--- src/rtl/sw_debounce_pkg.sv ---
package sw_debounce_pkg;

  // Codes of the debounce machine; 2'b11 is not used.
  typedef enum logic [1:0] {
    SW_IDLE  = 2'b00,
    SW_ARMED = 2'b01,
    SW_HELD  = 2'b10
  } sw_state_e;

  localparam int SW_STATE_W = 2;

endpackage

--- src/rtl/sw_sync_chain.sv ---
module sw_sync_chain #(
  parameter int STAGES = 2
) (
  input  logic clk,
  input  logic rst,
  input  logic din,
  output logic dout
);

  localparam int LAST = STAGES - 1;

  logic [LAST:0] chain;

  // Chain of flops; stage 0 samples the asynchronous level.
  generate
    for (genvar i = 0; i < STAGES; i++) begin : g_stage
      if (i == 0) begin : g_first
        always_ff @(posedge clk) begin
          if (rst) chain[0] <= 1'b0;
          else     chain[0] <= din;
        end
      end else begin : g_next
        always_ff @(posedge clk) begin
          if (rst) chain[i] <= 1'b0;
          else     chain[i] <= chain[i-1];
        end

        // each stage carries the previous stage's value one edge later.
        a_r2_stage_shift: assert property (@(posedge clk) disable iff (rst)
          chain[i] == $past(chain[i-1]));
      end
    end
  endgenerate

  assign dout = chain[LAST];

endmodule

--- src/rtl/sw_debounce_fsm.sv ---
module sw_debounce_fsm
  import sw_debounce_pkg::*;
(
  input  logic clk,
  input  logic rst,
  input  logic sample,
  output logic clean
);

  sw_state_e state_q;
  sw_state_e state_d;
  logic      clean_q;

  // A press needs two high samples; any low sample releases at once.
  always_comb begin
    case (state_q)
      SW_IDLE:  state_d = sample ? SW_ARMED : SW_IDLE;
      SW_ARMED: state_d = sample ? SW_HELD  : SW_IDLE;
      SW_HELD:  state_d = sample ? SW_HELD  : SW_IDLE;
      default:  state_d = SW_IDLE;
    endcase
  end

  always_ff @(posedge clk) begin
    if (rst) begin
      state_q <= SW_IDLE;
      clean_q <= 1'b0;
    end else begin
      state_q <= state_d;
      clean_q <= (state_d == SW_HELD);
    end
  end

  assign clean = clean_q;

  // reset leaves the machine idle with the output low.
  a_r1_reset_idle: assert property (@(posedge clk)
    rst |=> (state_q == SW_IDLE && !clean_q));

  // a rising output is preceded by two high samples.
  a_r3_rise_two_highs: assert property (@(posedge clk) disable iff (rst)
    $rose(clean_q) |-> ($past(sample) && $past(sample, 2)));

  // idle can never reach the output-high state in one step.
  a_r3_no_skip: assert property (@(posedge clk) disable iff (rst)
    (state_q == SW_IDLE) |=> !clean_q);

  // a single low sample while high releases the output.
  a_r6_fast_release: assert property (@(posedge clk) disable iff (rst)
    (clean_q && !sample) |=> !clean_q);

  // a high sample keeps a high output high.
  a_r7_hold_high: assert property (@(posedge clk) disable iff (rst)
    (clean_q && sample) |=> clean_q);

endmodule

--- src/rtl/switch_debouncer.sv ---
module switch_debouncer #(
  parameter int SYNC_STAGES = 2
) (
  input  logic clk,
  input  logic rst,
  input  logic sw_raw,
  output logic sw_clean
);

  logic sw_synced;

  sw_sync_chain #(
    .STAGES (SYNC_STAGES)
  ) u_sync (
    .clk  (clk),
    .rst  (rst),
    .din  (sw_raw),
    .dout (sw_synced)
  );

  sw_debounce_fsm u_fsm (
    .clk    (clk),
    .rst    (rst),
    .sample (sw_synced),
    .clean  (sw_clean)
  );

endmodule

--- config.mk ---
export PLATFORM = sky130hd
export DESIGN_NAME = switch_debouncer
export DESIGN_NICKNAME = d
export VERILOG_FILES = /design/src/rtl/sw_debounce_pkg.sv /design/src/rtl/sw_sync_chain.sv /design/src/rtl/sw_debounce_fsm.sv /design/src/rtl/switch_debouncer.sv
export SDC_FILE = /design/constraint.sdc
export NUM_CORES = 1
export LEC_CHECK = 0
export ABC_AREA = 1
export BUFFER_PORTS_ARGS = -buffer_cell sky130_fd_sc_hd__buf_2
export CORE_AREA = 3 3 40 42
export DETAILED_ROUTE_END_ITERATION = 16
export DIE_AREA = 0 0 43 45
export PLACE_DENSITY_LB_ADDON = 0.25
export SLEW_MARGIN = 30
export SYNTH_ARGS = -nofsm -noshare
export SYNTH_HDL_FRONTEND = slang
export SYNTH_HIERARCHICAL = 1
export SYNTH_SLANG_ARGS = --single-unit
--- constraint.sdc ---
create_clock -name clk -period 0.9 [get_ports clk]
set_input_delay 0.18 -clock clk [delete_from_list [all_inputs] [get_ports clk]]
set_output_delay 0.18 -clock clk [all_outputs]
set_load 0.01 [all_outputs]
==> summary.txt <==
Setup path
  – CP peak stage delay: 0.32 ns
  – Endpoint class of the critical path: flip-flop
  – Worst path cell trace: inv_1 -> ha_4 -> nand3_2 -> nor2_1
  – Slowest cell on crit path: dfxtp_2
  – WP data arrival: 1.03 ns
  – Worst-path fanout max: 2
  – Dominant delay contributor by cell family on the critical path: flip-flops
  – CP startpoint kind: flip-flop
  – WS Path Type: flip-flop to flip-flop
  – CP required: 1.08 ns
  – Worst Path Buf+Inv: 1

Detailed routing
  – Remaining antenna violation count: 0
  – Pre-Repair DR Iteration Count: 2
  – Via count: 132
  – Initial DRC Count: 7
  – Vias/cell: about 3.1
  – Routed length per placed instance: between 6 and 7 um
  – Routed wire length: just under 300 um
  – Drt drc: 0

Layout
  – Number of antenna diodes: 0
  – Area grow syn2layout: 45.4%
  – Non-filler cells, final: 42
  – Area of the multi-input gates: 71.3 um^2
  – Nets@finish: 33
  – Final Core Density: 0.200
  – Filler cells: 145
  – Reg area: 103 um^2
  – Share of cells above drive strength 1: 0.444

Logic synthesis
  – Mux contribution to synthesized area: 0
  – Synthesis Warnings: 6
  – Post-synth top area share: 0.567
  – Netlist cell types: 7
  – Post-Synthesis Net Count: 25
  – Post-Synth XOR/XNOR Area: 0
  – Seq/Total Area, Yosys: 0.567
  – Largest family of logic cells by synthesized area: simple AND/OR/NAND/NOR gates
  – Mapped cell area: 176 um^2
  – Seq cells post-synth: 5
  – Ranking of synthesized cells by area: dfxtp_1 57%, ha_1 14%, inv_1 13%
  – Post-synthesis cell count: 20
  – Post-synthesis simple-gate area fraction: 0.163
  – Compound-Gate Fraction of Synth Area: 0
  – Syn avg cell area: about 8.8 um^2
  – Post-Synth Adder-Cell Area: 0.142
  – Synth area leader: dfxtp_1

Pwr
  – Combinational fraction of design power: 0.034
  – Internal: ~0.40 mW
  – Clock power frac: 0.513
  – Cell area power density: 1990 nW/um^2
  – Switching Share: 0.206
  – Sequential power share: 0.453
  – Sw Pwr: 0.105 mW
  – Cell leakage power: 0.127 nW
  – Maximum VDD drop: 0.956 mV

GRT
  – Tot GR Track Use: 0.0425
  – Gr ovfl total: 0
  – Wire length of the first global-routing pass: 462 um
  – Initial antenna violation count: 0
  – Largest net degree at the start of global routing: 5
  – Number of global-route vias before repair: 126

Clock tree
  – Worst skew pair latency: 0.24 ns
  – Sink Count: 5
  – CTS max path bufs: 2
  – # Post-CTS Setup Buffers: 0
  – H-tree lvl count: 1
  – Root Buffer: clkbuf_4
  – CTS tree: done
  – Num CTS Buffers: 3
  – CTS clk-pin slew, worst paths: 0.05 ns

STA
  – Final hold slack: 0.133 ns
  – Setup TNS Final: 0 ns
  – Measured slew at the worst slew-check pin: approximately 0.14 ns
  – Final Hold Viols: 0
  – Fmax: 1180 MHz
  – Clock Skews: 0.00463 ns
  – Crit share post-route: 0.945
  – Final Max Tran Viols: 0
  – RSZ-0062 raised after global routing: no
  – Final setup viols: 0
  – Min Tclk post-route: approximately 0.85 ns
  – Relative slew slack: 0.907

Die
  – Row count: 13
  – Core area: 1280 um^2
  – Initial core utilization: 0.137
  – Die Y: roughly 45 um
  – Die W: 43 um
  – Io pins: 4
  – Die area: 1940 um^2

Placement
  – Placer congestion estimate: 0.546
  – Port bufs: 3
  – DP HPWL: 199 um
  – Inst Count DP: 38

Job
  – Number of max-cap violations: 0

Status
  – Status: completed

Hold path
  – Hold Path Class: primary input to flip-flop
==> final cells by class <==
class	instances	share of cell area
clock buffers	4	0.102
inverters	6	0.0878
multi-input cells	9	0.278
flip-flops and latches	5	0.400
well taps	15	0.0732
repair buffers	3	0.0585
==> final timing paths <==
kind / start / to / slack [ns] / cells past startpoint
max: u_fsm/state_q[0] / u_fsm/clean / 0.05 / 4
min: rst / u_fsm/state_q[0] / 0.13 / 2
max reg2reg: u_fsm/state_q[0] / u_fsm/clean / 0.05 / 4
min reg2reg: u_sync/chain[0] / u_sync/dout / 0.41 / 2
==> cells by family (layout without fill, tap and decap cells) <==
group	count (synthesis)	count (layout)
AND/OR/NAND/NOR	7	7
flip-flops	5	5
buffers and inverters	6	13
adder cells (fa/ha/maj)	2	2
==> through the flow <==
step | power (mW) | cell area, um^2 | worst slack (ns)
after floorplan | 0.242 | 176 | 0.0361
after global placement | 0.249 | 210 | 0.00480
after detailed placement | 0.249 | 210 | -0.0136
after CTS | 0.516 | 239 | 0.000306
after global routing | 0.548 | 256 | 0.0102
final | 0.509 | 256 | 0.0495
==> Yosys cell counts <==
master   instances
inv_1            6
dfxtp_1          5
nor2_1           4
ha_1             2
nand2_1          1
nand3_1          1
nor3_1           1
==> layout by cell type (no fill, tap or decap) <==
| cell type | netlist | routed |
|---|---|---|
| ha_4 | 0 | 1 |
| nand2_1 | 1 | 1 |
| dfxtp_1 | 5 | 3 |
| nor3_1 | 1 | 1 |
| nand3_2 | 0 | 1 |
| inv_2 | 0 | 2 |
| dfxtp_2 | 0 | 2 |
| clkbuf_4 | 0 | 3 |
| clkbuf_1 | 0 | 1 |
| ha_1 | 2 | 1 |
| inv_1 | 6 | 4 |
| nor2_1 | 4 | 4 |
| buf_2 | 0 | 3 |
==> flip-flops by register name, indices dropped and copies added (netlist names) <==
signal / flops
u_fsm/clean: 1
u_sync/dout: 1
u_sync/chain: 1
u_fsm/state_q: 2
==> power groups by stage <==
stage	clock network (mW)	registers [mW]	logic, mW
global route	0.297	0.231	0.0209
CTS	0.270	0.230	0.0150
finish	0.261	0.231	0.0174
global placement	0	0.234	0.0146
detailed placement	0	0.234	0.0149
floorplan	0	0.234	0.00782
==> metal layers <==
metal | global-route usage | up-vias | share of wire
li1 | - | 70 | -
met1 | 0.0315 | 54 | 0.42
met2 | 0.0419 | 8 | 0.41
met3 | 0.0717 | 0 | 0.17
met4 | 0.0361 | 0 | 0
met5 | 0 | - | 0
==> timing repair <==
action	4_1_cts	5_1_grt
hold buffers	0	0
setup endpoints to repair	2	2
resized for setup	2	4
pin swaps	0	3
Note: power is estimated with default switching activity, not from simulation.
